--- config.mk ---
export PLATFORM = sky130hd
export DESIGN_NAME = addr_tenure_master
export DESIGN_NICKNAME = d
export VERILOG_FILES = /design/src/rtl/atm_pkg.sv /design/src/rtl/atm_addr_fmt.sv /design/src/rtl/atm_ctrl.sv /design/src/rtl/atm_snoop.sv /design/src/rtl/addr_tenure_master.sv
export SDC_FILE = /design/constraint.sdc
export NUM_CORES = 1
export LEC_CHECK = 0
export ABC_AREA = 1
export BUFFER_PORTS_ARGS = -buffer_cell sky130_fd_sc_hd__buf_2
export CAP_MARGIN = 40
export CORE_MARGIN = 1.5
export CORE_UTILIZATION = 40
export CTS_CLUSTER_DIAMETER = 200
export CTS_CLUSTER_SIZE = 16
export DETAILED_ROUTE_END_ITERATION = 12
export PLACE_DENSITY = 0.7
export RECOVER_POWER = 100
export SETUP_SLACK_MARGIN = 0.02
export SKIP_CTS_REPAIR_TIMING = 1
export SYNTH_ARGS = -nofsm -noshare
export SYNTH_HDL_FRONTEND = slang
export SYNTH_HIERARCHICAL = 1
export SYNTH_SLANG_ARGS = --single-unit
--- constraint.sdc ---
create_clock -name clk_i -period 3.4 [get_ports clk_i]
set_input_delay 0.17 -clock clk_i [delete_from_list [all_inputs] [get_ports clk_i]]
set_output_delay 0.17 -clock clk_i [all_outputs]
set_load 0.03 [all_outputs]
--- src/rtl/atm_pkg.sv ---
package atm_pkg;
  typedef enum logic [1:0] {
    ST_IDLE = 2'd0,
    ST_REQ  = 2'd1,
    ST_TS   = 2'd2,
    ST_HOLD = 2'd3
  } atm_state_e;
endpackage

--- src/rtl/atm_addr_fmt.sv ---
module atm_addr_fmt #(
  parameter int AW       = 32,
  parameter int LOW_BITS = 3
) (
  input  logic [AW-1:0] addr_i,
  input  logic          burst_i,
  output logic [AW-1:0] addr_o
);
  localparam int HI = AW - LOW_BITS;

  generate
    if (LOW_BITS == 0) begin : g_none
      assign addr_o = addr_i;
    end else begin : g_mask
      assign addr_o = burst_i ? {addr_i[AW-1:LOW_BITS], {LOW_BITS{1'b0}}} : addr_i;
    end
  endgenerate

  initial begin
    if (HI < 1) $error("atm_addr_fmt: LOW_BITS too large");
  end
endmodule

--- src/rtl/atm_ctrl.sv ---
module atm_ctrl
  import atm_pkg::*;
#(
  parameter int AW = 32
) (
  input  logic          clk_i,
  input  logic          rst_ni,
  input  logic          req_valid_i,
  input  logic [AW-1:0] req_addr_i,
  output logic          req_ready_o,
  output logic          bus_req_o,
  input  logic          bus_grant_i,
  input  logic          abusy_i,
  input  logic          aack_i,
  output logic [AW-1:0] addr_o,
  output logic          addr_oe_o,
  output logic          ts_o,
  output logic          abusy_o
);
  atm_state_e state_q, state_d;
  logic [AW-1:0] addr_q;
  logic          grant_ok;

  assign grant_ok = bus_grant_i && !abusy_i;

  always_comb begin
    state_d = state_q;
    unique case (state_q)
      ST_IDLE: if (req_valid_i) state_d = ST_REQ;
      ST_REQ:  if (grant_ok)    state_d = ST_TS;
      ST_TS:   state_d = aack_i ? ST_IDLE : ST_HOLD;
      ST_HOLD: if (aack_i)      state_d = ST_IDLE;
      default: state_d = ST_IDLE;
    endcase
  end

  always_ff @(posedge clk_i or negedge rst_ni) begin
    if (!rst_ni) begin
      state_q <= ST_IDLE;
      addr_q  <= '0;
    end else begin
      state_q <= state_d;
      if (state_q == ST_IDLE && req_valid_i) addr_q <= req_addr_i;
    end
  end

  assign req_ready_o = (state_q == ST_IDLE);
  assign bus_req_o   = (state_q == ST_REQ);
  assign ts_o        = (state_q == ST_TS);
  assign abusy_o     = (state_q == ST_TS) || (state_q == ST_HOLD);
  assign addr_oe_o   = abusy_o;
  assign addr_o      = addr_oe_o ? addr_q : '0;

  a_r2_req_held: assert property (@(posedge clk_i) disable iff (!rst_ni)
    (bus_req_o && !(bus_grant_i && !abusy_i)) |=> bus_req_o);
  a_r4_drive_after_grant: assert property (@(posedge clk_i) disable iff (!rst_ni)
    (bus_req_o && bus_grant_i && !abusy_i) |=> (ts_o && addr_oe_o && abusy_o));
  a_r5_ts_single: assert property (@(posedge clk_i) disable iff (!rst_ni)
    ts_o |=> !ts_o);
  a_r6_release_after_ack: assert property (@(posedge clk_i) disable iff (!rst_ni)
    (abusy_o && aack_i) |=> (!addr_oe_o && !abusy_o));
  a_r7_addr_stable: assert property (@(posedge clk_i) disable iff (!rst_ni)
    (abusy_o && !ts_o) |-> $stable(addr_o));
endmodule

--- src/rtl/atm_snoop.sv ---
module atm_snoop #(
  parameter int AW = 32
) (
  input  logic          clk_i,
  input  logic          rst_ni,
  input  logic          ts_i,
  input  logic [AW-1:0] addr_i,
  input  logic          mastering_i,
  output logic          valid_o,
  output logic [AW-1:0] addr_o
);
  always_ff @(posedge clk_i or negedge rst_ni) begin
    if (!rst_ni) begin
      valid_o <= 1'b0;
      addr_o  <= '0;
    end else begin
      valid_o <= ts_i && !mastering_i;
      if (ts_i && !mastering_i) addr_o <= addr_i;
    end
  end

  a_r8_snoop_capture: assert property (@(posedge clk_i) disable iff (!rst_ni)
    (ts_i && !mastering_i) |=> (valid_o && addr_o == $past(addr_i)));
  a_r9_snoop_suppressed: assert property (@(posedge clk_i) disable iff (!rst_ni)
    (ts_i && mastering_i) |=> !valid_o);
endmodule

--- src/rtl/addr_tenure_master.sv ---
module addr_tenure_master #(
  parameter int AW       = 32,
  parameter int LOW_BITS = 3
) (
  input  logic          clk_i,
  input  logic          rst_ni,
  input  logic          req_valid_i,
  input  logic [AW-1:0] req_addr_i,
  input  logic          req_burst_i,
  output logic          req_ready_o,
  output logic          bus_req_o,
  input  logic          bus_grant_i,
  input  logic          abusy_i,
  input  logic          aack_i,
  input  logic          ts_i,
  input  logic [AW-1:0] addr_i,
  output logic [AW-1:0] addr_o,
  output logic          addr_oe_o,
  output logic          ts_o,
  output logic          abusy_o,
  output logic          snoop_valid_o,
  output logic [AW-1:0] snoop_addr_o
);
  logic [AW-1:0] fmt_addr;

  atm_addr_fmt #(.AW(AW), .LOW_BITS(LOW_BITS)) u_fmt (
    .addr_i  (req_addr_i),
    .burst_i (req_burst_i),
    .addr_o  (fmt_addr)
  );

  atm_ctrl #(.AW(AW)) u_ctrl (
    .clk_i       (clk_i),
    .rst_ni      (rst_ni),
    .req_valid_i (req_valid_i),
    .req_addr_i  (fmt_addr),
    .req_ready_o (req_ready_o),
    .bus_req_o   (bus_req_o),
    .bus_grant_i (bus_grant_i),
    .abusy_i     (abusy_i),
    .aack_i      (aack_i),
    .addr_o      (addr_o),
    .addr_oe_o   (addr_oe_o),
    .ts_o        (ts_o),
    .abusy_o     (abusy_o)
  );

  atm_snoop #(.AW(AW)) u_snoop (
    .clk_i       (clk_i),
    .rst_ni      (rst_ni),
    .ts_i        (ts_i),
    .addr_i      (addr_i),
    .mastering_i (abusy_o),
    .valid_o     (snoop_valid_o),
    .addr_o      (snoop_addr_o)
  );

  a_r10_ready_idle: assert property (@(posedge clk_i) disable iff (!rst_ni)
    req_ready_o |-> (!bus_req_o && !abusy_o));
endmodule

==> results of run 1 <==
==> flip-flops by register name (all words and copies together) (netlist names) <==
| name | count |
|---|---|
| u_snoop/addr_o | 32 |
| u_ctrl/addr_q | 32 |
| u_snoop/valid_o | 1 |
| u_ctrl/state_q | 2 |
==> power groups by stage <==
stage / combinational, W / sequential, W / clock [W]
after floorplan: 0.000806 / 0.00144 / 0
after global placement: 0.00125 / 0.00126 / 0
after detailed placement: 0.00127 / 0.00126 / 0
after CTS: 0.00128 / 0.00125 / 0.000701
after global routing: 0.00133 / 0.00129 / 0.000741
final: 0.00120 / 0.00125 / 0.000671
==> per-layer routing <==
metal / share of wire / up-vias
met5: 0 / -
met4: 0.016 / 0
met3: 0.071 / 12
met2: 0.48 / 112
met1: 0.43 / 1301
li1: - / 1384
==> through the flow <==
step                total power (W)  area [sq um]  worst slack, ns  hold slack [ns]    util
floorplan                  0.002248          3292            2.020          -0.1256       -
global placement           0.002502          3720            1.699           0.3113  0.4740
detailed placement         0.002537          3720            1.633           0.3238  0.4740
CTS                        0.003227          3926            1.480         -0.03474  0.5003
global route               0.003363          3824           0.7068          0.06015  0.4872
finish                     0.003127          3824            1.101          0.07326  0.4872
==> worst min-delay path, stage by stage <==
cell and delay (ns):
sky130_fd_sc_hd__buf_2 0.08, sky130_fd_sc_hd__nand3_1 0.06, sky130_fd_sc_hd__nand2_1 0.06
==> final timing paths <==
check	endpoint	depth (start not counted)	slack, ns
worst max-delay path	u_ctrl/addr_q[12]	5	1.10
worst min-delay path	u_ctrl/addr_q[28]	3	0.07
worst max register to register	u_ctrl/addr_q[12]	5	1.10
worst min register to register	u_ctrl/addr_q[31]	2	0.47
max in group asynchronous	u_snoop/addr_o[18]	3	1.13
min in group asynchronous	u_snoop/addr_o[20]	2	0.95
==> cell families (layout without fill, tap and decap cells) <==
family,Yosys count,after routing,synth area share
buf+inv,96,201,0.1752
compound gates,1,1,0.001519
simple gates,237,237,0.3139
flops,67,67,0.5093
==> cell usage in the layout, fill, tap and decap left out <==
cell type                       instances
sky130_fd_sc_hd__nor2_1                 5
sky130_fd_sc_hd__nand2_1              157
sky130_fd_sc_hd__clkbuf_8              12
sky130_fd_sc_hd__dlygate4sd3_1          1
sky130_fd_sc_hd__dfrtp_1               67
sky130_fd_sc_hd__buf_4                  2
sky130_fd_sc_hd__bufinv_16              1
sky130_fd_sc_hd__inv_1                 40
sky130_fd_sc_hd__o21ai_0                1
sky130_fd_sc_hd__nor2_8                 1
sky130_fd_sc_hd__nand3_1               65
sky130_fd_sc_hd__nand2_2                9
sky130_fd_sc_hd__buf_2                 70
sky130_fd_sc_hd__inv_4                  1
sky130_fd_sc_hd__clkbuf_1              74
==> layout make-up <==
type                       count  area (sq um)
multi-input combinational    238          1015
timing repair buffer         144         641.9
clock inverter                 1         30.03
fill                         829          4024
clock buffer                  15         176.4
tap                          102         127.6
inverter                      41         156.4
sequential                    67          1677
==> qor.csv, run 1 <==
metric,value,unit
synthArstFlopShare,1.000,
crit_path_frequent_cell,sky130_fd_sc_hd__nand2_1,
grt_setup_unrepaired,no,
synth.yosys.seq_area_share,0.5093,
failed_checks,"max-capacitance violations, max-slew violations",
maximum_number_of_pins_on_one_net_before_global_route_repair,40,
power.static_leakage,2.266,nW
synth_enable_flop_cells,0,
cp.buffers_inverters,1,
clk_pin_slew_worst_paths,0.07,ns
setup_viol,0,
syn-cell-area,3292,sq um
min_period_over_period,0.6763,
timing.rr.start,u_ctrl/state_q[1],
timing.slew.headroom,-0.3548,
met1_usage,0.2086,
drt-total-wl,7410,um
power_density,817.8,nW/um^2
share_clk_of_total_power,0.214,
clock_insertion_delay_worst_skew,0.33,ns
synthesized_instance_count,401,
hold_path_class,in -> reg,
grt_pass1_wl,11760,um
final.min_clock_period,2.299,ns
yosys-top-cells-area,"sky130_fd_sc_hd__dfrtp_1 51%, sky130_fd_sc_hd__nand2_1 18%, sky130_fd_sc_hd__nand3_1 9.9%",
area_growth_syn_to_layout,16.15,%
status,"complete, but fails checks",
wl_per_cell,12.19,um
internal_power,0.001784,W
drt_drc_violations_left,0,
clock_sinks,67,
worst_setup_path_end_kind,register,
synthDistinctLibCells,15,
initialDrtViolationCount,88,
critPathSlowestCell,sky130_fd_sc_hd__nand2_1,
cp_data_required_time,3.61,ns
post_detailed_route_via_to_cell_ratio,4.620,
width_of_the_die,93.72,um
route.vias.total,2809,
design.portCount,142,
cp.arrival,2.51,ns
worst_setup_path_start_kind,register,
core_area,7848,sq um
die_area,8783,sq um
final-max-slew-violation-count,39,
final_cell_count_no_fill,608,
worstHoldStart,req_addr_i[28],
placementRows,32,
dr.pass1.iters,4,
timing_hold_violations_final,0,
crit_path_max_fanout,39,
worst-slew-pin-transition,2.032,ns
synth_top_area_cell,sky130_fd_sc_hd__dfrtp_1,
mappedNetlistNets,473,
buffer_cell_driving_the_clock_tree_root,sky130_fd_sc_hd__clkbuf_8,
power.share.combinational,0.384,
synth_warnings,6,
drt_antenna_net_count,0,
timing.critical_path.max_delay_family,simple AND/OR/NAND/NOR gates,
fmax,434.9,MHz
number_of_global_route_vias_before_repair,2604,
h_tree_depth,3,
grt.busiest_layer,met2,
num-nets-final,573,
grt_use_met2,0.2874,
gr-total-overflow,0,
grtUsageTotal,0.1730,
ctsLongestPathBuffers,2,
chipHeight,93.72,um
sw_pwr,0.001343,W
synth.top_cell.area_share,0.5093,
synthesized_area_per_cell,8.209,sq um
yosysMostFrequentCell,sky130_fd_sc_hd__nand2_1,
timing.max_cap.violations,1,
critPathLaunch,u_ctrl/state_q[1],
port-buffer-count,141,
path_type_of_the_worst_setup_path,reg -> reg,
post_route_cells_drive_above_1_share,0.1897,
initial_core_util,0.4195,
post-place-cells,591,
total_cts_buffers,9,
dp_hpwl,5040,um
antenna-diode-count,0,
clock_tree_from_tritoncts,built,
skew,0.005841,ns
grtUsageMet3,0.03964,
timing.setup.tns,0,ns
antenna_found_initial,0,
max_stage_delay,0.76,ns
routabilityCongestion,0.7655,
worst_vdd_ir,333.1,uV
synthFlopType,sky130_fd_sc_hd__dfrtp_1,
netSwitchingFraction,0.4294,
synth.ff_latch_count,67,
p_seq_frac,0.401,
worstPathCellList,buf_4 > nor2_8 > nand2_1 > nand2_1 > nand2_1,
synth_commonest_cells,"155 x sky130_fd_sc_hd__nand2_1, 67 x sky130_fd_sc_hd__dfrtp_1, 65 x sky130_fd_sc_hd__nand3_1",
No activity file was read; power rests on OpenSTA's default activity.
==> run 2, diff against run 1 <==
clock period = 2.2 ns   (was 3.4 ns; I/O delays follow)
==> run 2 against run 1 <==
The flow still finishes with violations (max-capacitance violations, max-slew violations). Global-route usage is 0.55 points lower. Sequential power up 57%. Final cell count increased by 0.66%. Routed wire length is 1.8% lower. Combinational power up 52%. Clock power increased by 41%. Core utilization is 0.35 points higher. Critical path type is now reg -> out.
==> qor.csv, run 2 (same netlist as run 1, synthesis figures left out) <==
metric,value,unit
placementRows,32,
fmax,520.8,MHz
netSwitchingFraction,0.4398,
drt_drc_violations_left,0,
setup_viol,0,
core_area,7848,sq um
ctsLongestPathBuffers,2,
gr-total-overflow,0,
share_clk_of_total_power,0.200,
hold_path_class,in -> reg,
worstPathCellList,buf_4 > nand2_1 > inv_1 > clkbuf_1,
maximum_number_of_pins_on_one_net_before_global_route_repair,41,
num-nets-final,578,
buffer_cell_driving_the_clock_tree_root,sky130_fd_sc_hd__clkbuf_8,
status,"complete, but fails checks",
failed_checks,"max-capacitance violations, max-slew violations",
timing.critical_path.max_delay_family,buffers and inverters,
clock_sinks,67,
min_delay_worst_endpoint,u_ctrl/addr_q[28],
max_stage_delay,0.61,ns
worst-slew-pin-transition,1.602,ns
min_delay_path_depth,3,
cp.arrival,1.81,ns
cp.buffers_inverters,3,
number_of_global_route_vias_before_repair,2633,
grt_pass1_wl,11470,um
worst-r2r-cell-count,4,
antenna-diode-count,0,
skew,0.007659,ns
post_route_cells_drive_above_1_share,0.1843,
clock_tree_from_tritoncts,built,
power.share.combinational,0.386,
timing_hold_violations_final,0,
grtUsageTotal,0.1674,
grt_setup_unrepaired,no,
initial_core_util,0.4195,
timing.slew.headroom,-0.06813,
num-fill-cells,831,
critPathSlowestCell,sky130_fd_sc_hd__dfrtp_1,
clock_insertion_delay_worst_skew,0.33,ns
reg2reg_setup_slack,0.35,ns
total_cts_buffers,9,
path_type_of_the_worst_setup_path,reg -> out,
cp_data_required_time,2.09,ns
width_of_the_die,93.72,um
port-buffer-count,141,
final_common_cell,sky130_fd_sc_hd__nand2_1,
worst_setup_path_start_kind,register,
dr.pass1.iters,4,
final-max-slew-violation-count,28,
drt_antenna_net_count,0,
worst_setup_path_end_kind,primary output,
wl_per_cell,11.89,um
crit_path_max_fanout,30,
die_area,8783,sq um
design.portCount,142,
internal_power,0.002650,W
drt-total-wl,7278,um
sw_pwr,0.002081,W
largest_registers,"u_ctrl/addr_q: 32 flops, u_snoop/addr_o: 32 flops, u_ctrl/state_q: 2 flops",
min_period_over_period,0.8728,
chipHeight,93.72,um
h_tree_depth,3,
timing.setup.tns,0,ns
clk_pin_slew_worst_paths,0.07,ns
power_density,1228,nW/um^2
dp_hpwl,5065,um
p_seq_frac,0.414,
post-route-util,0.4908,
post_detailed_route_via_to_cell_ratio,4.601,
route.vias.total,2816,
antenna_found_initial,0,
timing.max_cap.violations,1,
worst_vdd_ir,491.5,uV
final.min_clock_period,1.920,ns
worstHoldStart,req_addr_i[28],
area_growth_syn_to_layout,16.99,%
timing.rr.start,u_ctrl/state_q[1],
routabilityCongestion,0.8223,
initialDrtViolationCount,82,
power.static_leakage,2.280,nW
mostFrequentLayoutCells,"162 x sky130_fd_sc_hd__nand2_1, 71 x sky130_fd_sc_hd__clkbuf_1, 71 x sky130_fd_sc_hd__buf_2, 67 x sky130_fd_sc_hd__dfrtp_1, 65 x sky130_fd_sc_hd__nand3_1",
regToRegEndpoint,u_ctrl/addr_q[4],
==> run 2: worst max path at each step <==
stage	startpoint	to	slack (ns)	cells after the start
floorplan	u_ctrl/state_q[1]	u_snoop/addr_o[10]	0.82	6
global placement	u_ctrl/state_q[1]	u_ctrl/addr_q[8]	0.59	4
detailed placement	u_ctrl/state_q[1]	u_ctrl/addr_q[24]	0.52	4
CTS	u_ctrl/state_q[1]	ts_o	0.29	4
global route	u_ctrl/state_q[1]	addr_o[19]	0.09	4
finish	u_ctrl/state_q[1]	addr_o[9]	0.28	4
==> run 2: worst reg2reg max path, stage by stage (launching register included) <==
cell and delay [ns]:
sky130_fd_sc_hd__dfrtp_1 0.54, sky130_fd_sc_hd__nor2_8 0.45, sky130_fd_sc_hd__nand2_2 0.49, sky130_fd_sc_hd__nand2_1 0.20
sky130_fd_sc_hd__nand2_1 0.06
==> run 2: cell type report <==
class	count	area (sq um)	share of cell area
Clock buffer	10	127.6	0.03314
Clock inverter	5	55.05	0.01430
Inverter	41	153.9	0.03996
Multi-Input combinational cell	238	1007	0.2615
Sequential cell	67	1677	0.4353
Tap cell	102	127.6	0.03314
Timing Repair Buffer	149	703.2	0.1826
==> run 2: power by group through the flow <==
stage	logic [W]	clock network, W	registers, W
final	0.00182	0.000947	0.00196
after floorplan	0.00125	0	0.00223
after detailed placement	0.00195	0	0.00198
after global routing	0.00202	0.00105	0.00201
after CTS	0.00195	0.000980	0.00196
after global placement	0.00191	0	0.00197
==> run 2: through the flow <==
stage / worst slack, ns / area (sq um) / std cells / hold WS (ns) / power [W]
floorplan: 0.8198 / 3292 / 401 / -0.1856 / 0.003474
global placement: 0.5908 / 3740 / 592 / 0.1625 / 0.003877
detailed placement: 0.5169 / 3740 / 592 / 0.1794 / 0.003922
CTS: 0.2903 / 3923 / 607 / -0.1881 / 0.004887
global route: 0.08966 / 3851 / 612 / 0.003168 / 0.005084
finish: 0.2798 / 3851 / 612 / 0.005391 / 0.004731
==> run 2: layer usage <==
metal	vias to the layer above	part of all wire	global-route usage	wire [um]
met4	0	0.012	0.07463	86
met2	120	0.48	0.2868	3503
met1	1294	0.43	0.1954	3138
met5	-	0	0	0
li1	1394	-	-	-
met3	8	0.075	0.04531	549
